==> src/rtl/strap_pkg.sv <==
package strap_pkg;
  localparam int NUM_STRAPS = 10;

  // Pin positions on the strap bus; the address and code fields depend on them.
  localparam int PIN_ADDR0  = 0;
  localparam int PIN_ADDR1  = 1;
  localparam int PIN_ADDR2  = 2;
  localparam int PIN_DUPLEX = 3;
  localparam int PIN_SPEED  = 4;
  localparam int PIN_ANEG   = 5;
  localparam int PIN_ISO    = 6;
  localparam int PIN_CFG0   = 7;
  localparam int PIN_CFG1   = 8;
  localparam int PIN_CFG2   = 9;

  // Weak pull level of each pin: 1 = pull-up, 0 = pull-down.
  localparam logic [NUM_STRAPS-1:0] PULL_DEFAULT = 10'b00_0011_1001;

  typedef struct packed {
    logic [2:0] addr;
    logic       duplex;
    logic       speed;
    logic       aneg;
    logic       iso;
    logic [2:0] cfg;
  } strap_cfg_t;

  function automatic strap_cfg_t decode_straps(input logic [NUM_STRAPS-1:0] v);
    strap_cfg_t c;
    c.addr   = {v[PIN_ADDR2], v[PIN_ADDR1], v[PIN_ADDR0]};
    c.duplex = v[PIN_DUPLEX];
    c.speed  = v[PIN_SPEED];
    c.aneg   = v[PIN_ANEG];
    c.iso    = v[PIN_ISO];
    c.cfg    = {v[PIN_CFG2], v[PIN_CFG1], v[PIN_CFG0]};
    return c;
  endfunction
endpackage

==> src/rtl/strap_rst_sync.sv <==
module strap_rst_sync #(
  parameter int STAGES = 2
) (
  input  logic clk,
  input  logic rst_n,
  output logic rst_sync_n,
  output logic capture_en
);
  logic [STAGES-1:0] chain_q;
  logic [STAGES-1:0] chain_d;

  always_comb begin
    chain_d = {chain_q[STAGES-2:0], 1'b1};
  end

  always_ff @(posedge clk or negedge rst_n) begin
    if (!rst_n) chain_q <= '0;
    else        chain_q <= chain_d;
  end

  assign rst_sync_n = chain_q[STAGES-1];
  // High during the cycle whose closing edge releases the synchronised reset.
  assign capture_en = chain_q[STAGES-2] & ~chain_q[STAGES-1];
endmodule

==> src/rtl/strap_capture.sv <==
module strap_capture
  import strap_pkg::*;
#(
  parameter int WIDTH = NUM_STRAPS,
  parameter logic [WIDTH-1:0] RESET_VAL = PULL_DEFAULT
) (
  input  logic             clk,
  input  logic             rst_n,
  input  logic             capture_en,
  input  logic [WIDTH-1:0] pad_i,
  output logic [WIDTH-1:0] strap_q
);
  logic [WIDTH-1:0] strap_d;

  always_comb begin
    strap_d = strap_q;
    if (capture_en) strap_d = pad_i;
  end

  always_ff @(posedge clk or negedge rst_n) begin
    if (!rst_n) strap_q <= RESET_VAL;
    else        strap_q <= strap_d;
  end
endmodule

==> src/rtl/strap_oe_ctrl.sv <==
module strap_oe_ctrl #(
  parameter int WIDTH = 10
) (
  input  logic             clk,
  input  logic             rst_n,
  input  logic             rst_sync_n,
  output logic [WIDTH-1:0] pad_oe
);
  logic release_q;
  logic release_d;

  always_comb begin
    release_d = rst_sync_n;
  end

  always_ff @(posedge clk or negedge rst_n) begin
    if (!rst_n) release_q <= 1'b0;
    else        release_q <= release_d;
  end

  for (genvar i = 0; i < WIDTH; i++) begin : g_pin_oe
    assign pad_oe[i] = release_q;
  end
endmodule

==> src/rtl/strap_latch.sv <==
module strap_latch
  import strap_pkg::*;
#(
  parameter int SYNC_STAGES = 2
) (
  input  logic                  clk,
  input  logic                  rst_n,
  input  logic [NUM_STRAPS-1:0] strap_pad_i,
  output logic [2:0]            phy_addr,
  output logic                  dflt_duplex,
  output logic                  dflt_speed,
  output logic                  dflt_aneg_en,
  output logic                  iso_strap,
  output logic [2:0]            cfg_code,
  output logic [NUM_STRAPS-1:0] pad_oe
);
  logic                  rst_sync_n;
  logic                  capture_en;
  logic [NUM_STRAPS-1:0] strap_q;
  strap_cfg_t            cfg;

  strap_rst_sync #(.STAGES(SYNC_STAGES)) u_sync (
    .clk        (clk),
    .rst_n      (rst_n),
    .rst_sync_n (rst_sync_n),
    .capture_en (capture_en)
  );

  strap_capture #(.WIDTH(NUM_STRAPS), .RESET_VAL(PULL_DEFAULT)) u_cap (
    .clk        (clk),
    .rst_n      (rst_n),
    .capture_en (capture_en),
    .pad_i      (strap_pad_i),
    .strap_q    (strap_q)
  );

  strap_oe_ctrl #(.WIDTH(NUM_STRAPS)) u_oe (
    .clk        (clk),
    .rst_n      (rst_n),
    .rst_sync_n (rst_sync_n),
    .pad_oe     (pad_oe)
  );

  assign cfg          = decode_straps(strap_q);
  assign phy_addr     = cfg.addr;
  assign dflt_duplex  = cfg.duplex;
  assign dflt_speed   = cfg.speed;
  assign dflt_aneg_en = cfg.aneg;
  assign iso_strap    = cfg.iso;
  assign cfg_code     = cfg.cfg;
endmodule

==> config.mk <==
export PLATFORM = sky130hd
export DESIGN_NAME = strap_latch
export DESIGN_NICKNAME = d
export VERILOG_FILES = /design/src/rtl/strap_pkg.sv /design/src/rtl/strap_rst_sync.sv /design/src/rtl/strap_capture.sv /design/src/rtl/strap_oe_ctrl.sv /design/src/rtl/strap_latch.sv
export SDC_FILE = /design/constraint.sdc
export NUM_CORES = 1
export LEC_CHECK = 0
export BUFFER_PORTS_ARGS = -buffer_cell sky130_fd_sc_hd__buf_4
export CORE_AREA = 4 4 45 47
export DETAILED_ROUTE_END_ITERATION = 8
export DIE_AREA = 0 0 49 51
export PLACE_DENSITY = 0.69
export SLEW_MARGIN = 10
export SYNTH_ARGS = -nofsm -noshare
export SYNTH_HDL_FRONTEND = slang
export SYNTH_SLANG_ARGS = --single-unit
==> constraint.sdc <==
create_clock -name clk -period 0.99 [get_ports clk]
set_input_delay 0.1485 -clock clk [delete_from_list [all_inputs] [get_ports clk]]
set_output_delay 0.1485 -clock clk [all_outputs]
set_load 0.02 [all_outputs]
**Yosys cells after proc, flatten, opt, wreduce, memory -nomap -nowiden**

Index checks and enable logic that the tools add are counted.

- Equal/unequal tests: 0
- Shifts and indexed selects: 0
- Divide/modulo/power cells: 0
- Add/subtract/negate cells: 0
- Magnitude comparators: 0
- $mul: 0
- Multiplexer cells: 0
- Bitwise gates (word level): 2
- Reductions and logical operators: 0

Operators with widths:

| operator | count |
|---|---|
| $and A1 B1 Y1 | 1 |
| $not A1 Y1 | 1 |

- Output and inout bits: 20
- Register bits after elaboration: 13
- Bits in latches: 0
- Logic and storage cells: 5
- Input port bits: 12
- Memories: 0
- RAM bits: 0
- Bits in read-only memories: 0

**Longest topological paths before layout**

Gate-level depths: netlist of the first run.

- Depth in word-level cells: 2
- Gate-level depth with buffers: 3
- Gate-level depth less buffers: 2

**Modules after synthesis**

From an unflattened synthesis of the first run, not the netlist that was laid out.

- Cell total of the unflattened synthesis: 36
- Area total of the unflattened synthesis: 584.3 um^2

Modules (own cells, without submodules):

| module | area an instance (um^2) | seq. area each (um^2) | instances | cells each |
|---|---|---|---|---|
| strap_capture | 416.6 | 255.2 | 1 | 21 |
| strap_oe_ctrl | 100.1 | 25.0 | 1 | 11 |
| strap_rst_sync | 67.6 | 50.0 | 1 | 4 |

**Least setup slack after synthesis of the first run**

No wires, ideal clock.

- Path kind: register to register
- Start point: reg u_sync.chain_q[1]
- End point: reg u_cap.strap_q[1]
- Arrival: 940 ps
- Clock period less this slack: 1065 ps
- Path buffers: 1
- Library setup time: 125 ps
- Data required time: 865 ps
- Path slack: -75 ps
- Cell stages (with the launch flop): 4
- Cells stage by stage: dfrtp_1 -> nor2b_4 -> buf_12 -> mux2_4

- Word-level cells in the longest chain between the ends: 2

Ends and longest elaborated chain:

| item | line | text |
|---|---|---|
| start, declared | strap_rst_sync.sv:9 | `logic [STAGES-1:0] chain_q;` |
| start signal, assigned | strap_rst_sync.sv:18 | `else chain_q <= chain_d;` |
| $not A1 Y1 | strap_rst_sync.sv:23 | `assign capture_en = chain_q[STAGES-2] & ~chain_q[STAGES-1];` |
| $and A1 B1 Y1 | strap_rst_sync.sv:23 |  |
| end signal, assigned | strap_capture.sv:22 | `else strap_q <= strap_d;` |
| end, declared | strap_capture.sv:11 | `output logic [WIDTH-1:0] strap_q` |

No other way between the ends.
A chain may end at the register's enable or synchronous reset.

**Final worst setup path of the first run**

- Start point: reg u_sync.chain_q[1]
- End point: reg u_cap.strap_q[2]

Same word-level chain as after synthesis.

==> results of run 1 <==
-- cell families (layout without fill, tap and decap cells) --
group	after synthesis	count (layout)	share of synthesized area
flops	13	13	0.5570
buf+inv	11	42	0.1603
mux	10	10	0.2532
other cells	1	1	0.006323
simple gates	1	1	0.02320
-- power by group --
part / switching, uW / internal [uW]
Combinational: 195 / 293
Clock: 169 / 156
Sequential: 50.5 / 616
-- worst reg2reg max path, stage by stage (launching register included) --
cell and delay [ps]:
dfrtp_1 410, nor2b_4 160, buf_12 140, mux2_4 300
-- cell usage in the layout, fill, tap and decap left out --
cell type / netlist / layout
dfrtp_1: 9 / 8
buf_4: 10 / 15
dfstp_2: 4 / 4
buf_6: 0 / 21
conb_1: 1 / 1
clkbuf_4: 0 / 3
nor2b_4: 1 / 1
buf_12: 1 / 1
dlygate4sd3_1: 0 / 1
clkbuf_1: 0 / 1
mux2_4: 10 / 10
dfrtp_2: 0 / 1
-- sequential cells by signal, summed over array words and instances (netlist names) --
signal	count
u_sync.chain_q	2
u_cap.strap_q	10
u_oe.release_q	1
-- metrics by stage --
step           TNS, ps  total power, uW  utilization  area [sq um]
2_1_floorplan   -583.6            913.5            -         593.1
3_3_place_gp    -855.8             1067       0.4720         779.5
3_5_place_dp    -828.1             1070       0.4720         779.5
4_1_cts          -2080             1421       0.5038         832.0
5_1_grt          -3238             1544       0.5606         925.9
6_report         -2382             1479       0.5606         925.9
-- per-layer routing --
metal	up-vias	wire length, um	part of all wire	GRT usage
li1	168	-	-	-
met1	168	426	0.37	0.1101
met2	24	595	0.52	0.1326
met3	4	86	0.075	0.02041
met4	0	40	0.035	0.09417
met5	-	0	0	0
-- worst min-delay path by stage --
stage,startpoint,to,slack [ps],cells after the start
4_1_cts,strap_pad_i[6],u_cap.strap_q[6],90,2
5_1_grt,strap_pad_i[9],u_cap.strap_q[9],90,2
6_report,strap_pad_i[6],u_cap.strap_q[6],100,2
3_5_place_dp,rst_n,u_cap.strap_q[1],-1,1
3_3_place_gp,rst_n,u_cap.strap_q[1],-4,1
2_1_floorplan,rst_n,u_cap.strap_q[1],-150,0
-- cell type report --
class                   count  area, sq um
fillers                   142        725.7
repair buffers             38        379.1
flip-flops and latches     13        331.6
multi-input cells          12        167.7
clock buffers               4        26.28
well taps                  17        21.27
-- timing repair --
action,CTS,global route
endpoints found under the hold margin,13,0
resized for setup,5,19
hold buffers,1,0
pin swaps,0,0
setup endpoints to repair,24,28
setup buffers,0,4
==> results.cfg, run 1 <==
[timing]
setup_ws_ps = -122.6
slew_viol_final = 0
rsz0062_at_grt = true
fin_crit_sh = 1.124
finClkSkew_ps = 6.493
fmax_mhz = 898.8
hold_ws_ps = 99.21
min_period_ps = 1113
hold_viol_final = 0
setup_viol = 24

[logic_synthesis]
yosysWarnings = 0
syn-num-nets = 48
synth_top_area_cell = dfrtp_1
synth_edf_count = 0
synthCells = 36
synth_ff_type = dfrtp_1
synthTopCellsByCount = buf_4, mux2_4, dfrtp_1, dfstp_2
yosys-top-cells-area = dfrtp_1, mux2_4, dfstp_2
synthArstFlopShare = 1.000
ys_ff_latch = 13
syn_area_per_cell_sq_um = 16.47
synth.distinct_cells = 7
ys_seq_area_frac = 0.5570
synth_top_area_share = 0.3797
mappedNetlistArea_sq_um = 593.1

[floorplan]
die_h_um = 51
die_w_um = 49
die-area_sq_um = 2499
ios = 32
start_util = 0.3591
coreArea_sq_um = 1652
rows = 15

[cts]
clk_latency_ps = 270
cts_sinks = 13
clk_pin_slew_worst_paths_ps = 80
root_buffer = clkbuf_4
cts_buffers = 3
cts_tree = done
clk_path_buf_depth = 2
h-tree-depth = 1

[critical_path]
endpoint = u_cap.strap_q[2]
critPathBufInv = 1
critPathArrivalTime_ps = 1280
cpLargestDelayFamily = flip-flops
crit_type = flop to flop
cpPeakStageDelay_ps = 410
reg2regPathDepth = 3
worstReg2RegEnd = u_cap.strap_q[2]
crit_path_start_kind = flop
cp.required_ps = 1150
r2r-start = u_sync.chain_q[1]
critPathMaxFanout = 7
crit_cells = 3
rrSetupSlack_ps = -120
cp-startpoint = u_sync.chain_q[1]
cp-end-kind = flop
slowest_stage = dfrtp_1
cp_cell_sequence = nor2b_4 > buf_12 > mux2_4

[grt]
grt_pass1_vias = 384
gr-usage-all-layers = 0.09237
overflow = 0
antenna_found_initial = 0
grt_pass1_wl_um = 1738
grt_max_degree = 14

[worst_hold_path]
hold_path_class = input pin to flop

[routing]
avgRoutedWirePerCell_um = 13.68
routed_via_density = 4.333
final_antenna_net_count = 0
first_pass_iters = 1
vias = 364
drc_errors = 0
wirelength_um = 1149
drt_iter0_markers = 0

[place]
gp_congestion = 0.6105
dp_slack_ps = -112.5
dp_cells = 75
dp_hpwl_um = 751.9
io_buffers = 31

[pwr]
powerDensity_nw_per_um2 = 1597
peakVddDrop_uv = 789.7
leakage_uw = 0.0004588

[finish]
instances_no_fill = 84
final_nets = 80
area_growth_pct = 56.12
antenna_cells = 0
drive_gt1_frac = 0.8358

[flow_run]
drv_cap = 0

[run_status]
violations = setup timing
outcome = finished with violations
Power figures use the tool's default switching activity.
==> inputs of run 2 (changes only) <==
Settings changed: RECOVER_POWER set to 25.
==> run 2 against run 1 <==
Against the previous run:
- the run still ends with setup timing left
- global-route usage stayed put
- largest cell class unchanged
- first-iteration DRC count stayed put
- clock skew did not move
- utilization fell by 0.15 points
- combinational power hardly changed
- final area decreased by 0.27%
- non-clock buffer count stayed put
- die area is the same
- flip-flop and latch count unchanged
- count of clock-buffer cells in the layout unchanged
- routed wire length shrank 0.26%
==> results.cfg, run 2 (synthesis results as in run 1) <==
[grt]
grt_max_degree = 14
overflow = 0
antenna_found_initial = 0
grt_pass1_vias = 384
grt_pass1_wl_um = 1738
gr-usage-all-layers = 0.09237

[run_status]
outcome = finished with violations
violations = setup timing

[cts]
cts_sinks = 13
clk_path_buf_depth = 2
cts_tree = done
root_buffer = clkbuf_4
h-tree-depth = 1
cts_buffers = 3
clk_pin_slew_worst_paths_ps = 80
clk_latency_ps = 270

[finish]
antenna_cells = 0
largest_register_ffs = 10
final_common_cell = buf_6
top_regs = u_cap.strap_q (10), u_sync.chain_q (2), u_oe.release_q (1)
instances_no_fill = 84
area_growth_pct = 55.70
fillerInstances = 143
top_register = u_cap.strap_q
final_cell_mix = buf_6, buf_4, mux2_4
drive_gt1_frac = 0.8358
final_nets = 80
fin_util = 0.5591

[critical_path]
crit_type = flop to flop
cpLargestDelayFamily = flip-flops
critPathArrivalTime_ps = 1280
cpPeakStageDelay_ps = 410
critPathMaxFanout = 7
cp.required_ps = 1150
slowest_stage = dfrtp_1
cp-end-kind = flop
crit_path_start_kind = flop
critPathBufInv = 1
cp_cell_sequence = nor2b_4 > buf_12 > mux2_4

[routing]
avgRoutedWirePerCell_um = 13.64
wirelength_um = 1146
final_antenna_net_count = 0
drt_iter0_markers = 0
first_pass_iters = 1
vias = 364
routed_via_density = 4.333
drc_errors = 0

[floorplan]
die_w_um = 49
coreArea_sq_um = 1652
die_h_um = 51
rows = 15
start_util = 0.3591
die-area_sq_um = 2499
ios = 32

[place]
dp_hpwl_um = 751.9
io_buffers = 31
dp_cells = 75
gp_congestion = 0.6105

[timing]
finClkSkew_ps = 6.493
slew_viol_final = 0
fmax_mhz = 898.8
setup_ws_ps = -122.6
min_period_ps = 1113
setup_viol = 24
rsz0062_at_grt = true
hold_viol_final = 0
fin_crit_sh = 1.124

[pwr]
p_total_uw = 1478
powerDensity_nw_per_um2 = 1600
peakVddDrop_uv = 789.7
leakage_uw = 0.0004582

[worst_hold_path]
hold_path_class = input pin to flop

[flow_run]
drv_cap = 0
==> run 2: changes by cell type in the layout (fill, tap and decap cells not counted) <==
| cell | before | now |
|---|---|---|
| buf_4 | 15 | 14 |
| clkbuf_2 | 0 | 1 |
==> run 2: area by class of cell <==
cell class                      instances  area, sq um  area share
Sequential cell                        13        331.6      0.3591
Multi-Input combinational cell         12        167.7      0.1816
Timing Repair Buffer                   38        376.6      0.4079
Clock buffer                            4        26.28     0.02846
Tap cell                               17        21.27     0.02304
==> run 2: worst paths after layout <==
check,end,slack [ps],cells past startpoint,startpoint
max in group asynchronous,u_cap.strap_q[5],410,2,rst_n
worst max-delay path,u_cap.strap_q[2],-120,3,u_sync.chain_q[1]
min in group asynchronous,u_cap.strap_q[1],290,2,rst_n
worst max register to register,u_cap.strap_q[2],-120,3,u_sync.chain_q[1]
worst min register to register,u_sync.chain_q[1],400,0,u_sync.chain_q[0]
worst min-delay path,u_cap.strap_q[6],100,2,strap_pad_i[6]
==> run 2: power breakdown <==
group          switching [uW]  total, uW  internal (uW)
registers                50.5        666            616
clock network             169        325            156
logic                     195        486            291
total                     414       1480           1060
==> run 2: stage by stage <==
stage / instance area [sq um] / setup slack, ps / TNS, ps / hold WS [ps]
global placement: 779.5 / -104.6 / -855.8 / -4.132
detailed placement: 779.5 / -112.5 / -828.1 / -1.076
finish: 923.4 / -122.6 / -2389 / 99.21
floorplan: 593.1 / -75.05 / -583.6 / -147.1
CTS: 832.0 / -122.5 / -2080 / 91.59
global route: 923.4 / -168.1 / -3238 / 92.79
==> run 2: repair_timing <==
action	CTS	global route
setup endpoints to repair	24	28
hold buffers	1	0
buffers inserted	0	4
resized for setup	5	19
hold endpoints to repair	13	0
==> run 2: per-layer routing <==
layer | track usage | up-vias | share of wire
met4 | 0.09417 | 0 | 0.035
met1 | 0.1101 | 168 | 0.37
li1 | - | 168 | -
met3 | 0.02041 | 4 | 0.075
met5 | 0 | - | 0
met2 | 0.1326 | 24 | 0.52
==> run 2: worst reg2reg max path, stage by stage, from the launching register on <==
cell	delay (ps)
dfrtp_1	410
nor2b_4	160
buf_12	140
mux2_4	300
==> inputs of run 3 (changes only) <==
Settings changed: SYNTH_HIERARCHICAL set to 1.
==> run 3 against run 2 <==
Against the previous run:
- highest routed layer unchanged
- die area is the same
- largest cell class is now registers
- the flow still finishes with violations (setup timing)
- final area shrank 7.9%
- utilization shrank 4.4 points
==> results.cfg, run 3 <==
[routing]
vias = 366
avgRoutedWirePerCell_um = 12.73
first_pass_iters = 2
drc_errors = 0
final_antenna_net_count = 0
wirelength_um = 1044
routed_via_density = 4.463
drt_iter0_markers = 2

[place]
dp_hpwl_um = 779.2
io_buffers = 31
dp_cells = 75
gp_congestion = 0.7197

[logic_synthesis]
synth_ff_type = dfrtp_1
syn-num-nets = 48
ys_seq_area_frac = 0.5653
synth_edf_count = 0
synth_top_area_share = 0.3854
synthCells = 36
yosysWarnings = 6
ys_ff_latch = 13
synthArstFlopShare = 1.000
syn_area_per_cell_sq_um = 16.23
mappedNetlistArea_sq_um = 584.3
yosys-top-cells-area = dfrtp_1, mux2_4, dfstp_2
synthTopCellsByCount = buf_4, mux2_4, dfrtp_1, dfstp_2
synth.distinct_cells = 7
synth_top_area_cell = dfrtp_1

[finish]
antenna_cells = 0
drive_gt1_frac = 0.8308
top_regs = u_cap/strap_q (10), u_sync/chain_q (2), u_oe/release_q (1)
top_register = u_cap/strap_q
area_growth_pct = 45.61
fillerInstances = 148
final_nets = 78
largest_register_ffs = 10
final_cell_mix = buf_4, mux2_4, buf_6
instances_no_fill = 82
final_common_cell = buf_4

[critical_path]
critPathMaxFanout = 5
cp-end-kind = flop
critPathArrivalTime_ps = 1240
slowest_stage = dfrtp_1
crit_path_start_kind = flop
cp.required_ps = 1140
crit_cells = 3
cpPeakStageDelay_ps = 410
cp_cell_sequence = nor2b_4 > buf_6 > mux2_4
crit_type = flop to flop
reg2regPathDepth = 3
cpLargestDelayFamily = flip-flops
critPathBufInv = 1

[pwr]
p_total_uw = 1422
leakage_uw = 0.0004297
peakVddDrop_uv = 812.9
powerDensity_nw_per_um2 = 1671

[grt]
grt_pass1_wl_um = 1669
antenna_found_initial = 0
grt_pass1_vias = 388
overflow = 0
gr-usage-all-layers = 0.08787
grt_max_degree = 14

[floorplan]
rows = 15
die_w_um = 49
start_util = 0.3538
ios = 32
coreArea_sq_um = 1652
die-area_sq_um = 2499
die_h_um = 51

[timing]
slew_viol_final = 0
min_period_ps = 1096
fmax_mhz = 912.4
finClkSkew_ps = 5.601
setup_ws_ps = -106.0
hold_viol_final = 0
setup_viol = 24
rsz0062_at_grt = true
fin_crit_sh = 1.107

[worst_hold_path]
whs_path_depth = 2
hold_path_class = input pin to flop

[cts]
clk_latency_ps = 260
root_buffer = clkbuf_4
cts_buffers = 3
cts_tree = done
cts_sinks = 13
h-tree-depth = 1
clk_path_buf_depth = 2
clk_pin_slew_worst_paths_ps = 80

[flow_run]
drv_cap = 0

[run_status]
violations = setup timing
outcome = finished with violations
## run 3: changes by cell type after synthesis
cell,change
buf_6,+1
buf_12,-1
## run 3: kinds of logic after synthesis
family	Yosys count	share of synthesized area
flops	13	0.5653
buf+inv	11	0.1477
mux	10	0.2570
simple gates	1	0.02355
other cells	1	0.006418
## run 3: path summary, 6_finish.rpt
kind / start / end / slack, ps
max: u_sync/chain_q[1] / u_cap/strap_q[8] / -110
min: strap_pad_i[6] / u_cap/strap_q[6] / 110
max reg2reg: u_sync/chain_q[1] / u_cap/strap_q[8] / -110
min reg2reg: u_sync/chain_q[0] / u_sync/chain_q[1] / 390
max in group asynchronous: rst_n / u_cap/strap_q[0] / 400
min in group asynchronous: rst_n / u_cap/strap_q[2] / 300
## run 3: layer usage
| metal | share of wire | GRT usage | vias to the layer above |
|---|---|---|---|
| met3 | 0.11 | 0.03790 | 2 |
| met5 | 0 | 0 | - |
| met1 | 0.38 | 0.08759 | 173 |
| met2 | 0.49 | 0.1435 | 22 |
| met4 | 0.021 | 0.06726 | 0 |
| li1 | - | - | 169 |
## run 3: where the power goes
group          total, uW  switching (uW)  internal, uW  leakage (uW)
registers            665            49.1           616      0.000146
clock network        312             156           156     0.0000150
logic                445             182           263      0.000268
## run 3: stage by stage
step,TNS (ps),instance area (sq um),setup WS [ps],util,hold slack [ps]
2_1_floorplan,-624.5,588.1,-79.14,-,-147.1
3_3_place_gp,-790.6,767.0,-102.8,0.4644,-3.352
3_5_place_dp,-907.0,767.0,-108.7,0.4644,0.4991
4_1_cts,-2098,827.0,-113.8,0.5008,96.79
5_1_grt,-2851,850.8,-148.7,0.5152,92.13
6_report,-1708,850.8,-106.0,0.5152,106.4
## run 3: what timing repair did
action / 4_1_cts / 5_1_grt
endpoints found under the setup margin: 24 / 28
hold buffers: 1 / 0
cloned: 0 / 0
buffers inserted: 0 / 2
gates resized for setup: 7 / 3
endpoints found under the hold margin: 13 / 0
## run 3: worst register-to-register path: stages (launching register included)
cell	delay (ps)
dfrtp_1	410
nor2b_4	140
buf_6	140
mux2_4	300
## run 3: final cells by class
| type | count | area (sq um) | share of cell area |
|---|---|---|---|
| Timing Repair Buffer | 36 | 304.0 | 0.3574 |
| Tap cell | 17 | 21.27 | 0.02500 |
| Multi-Input combinational cell | 12 | 167.7 | 0.1971 |
| Sequential cell | 13 | 331.6 | 0.3897 |
| Clock buffer | 4 | 26.28 | 0.03088 |
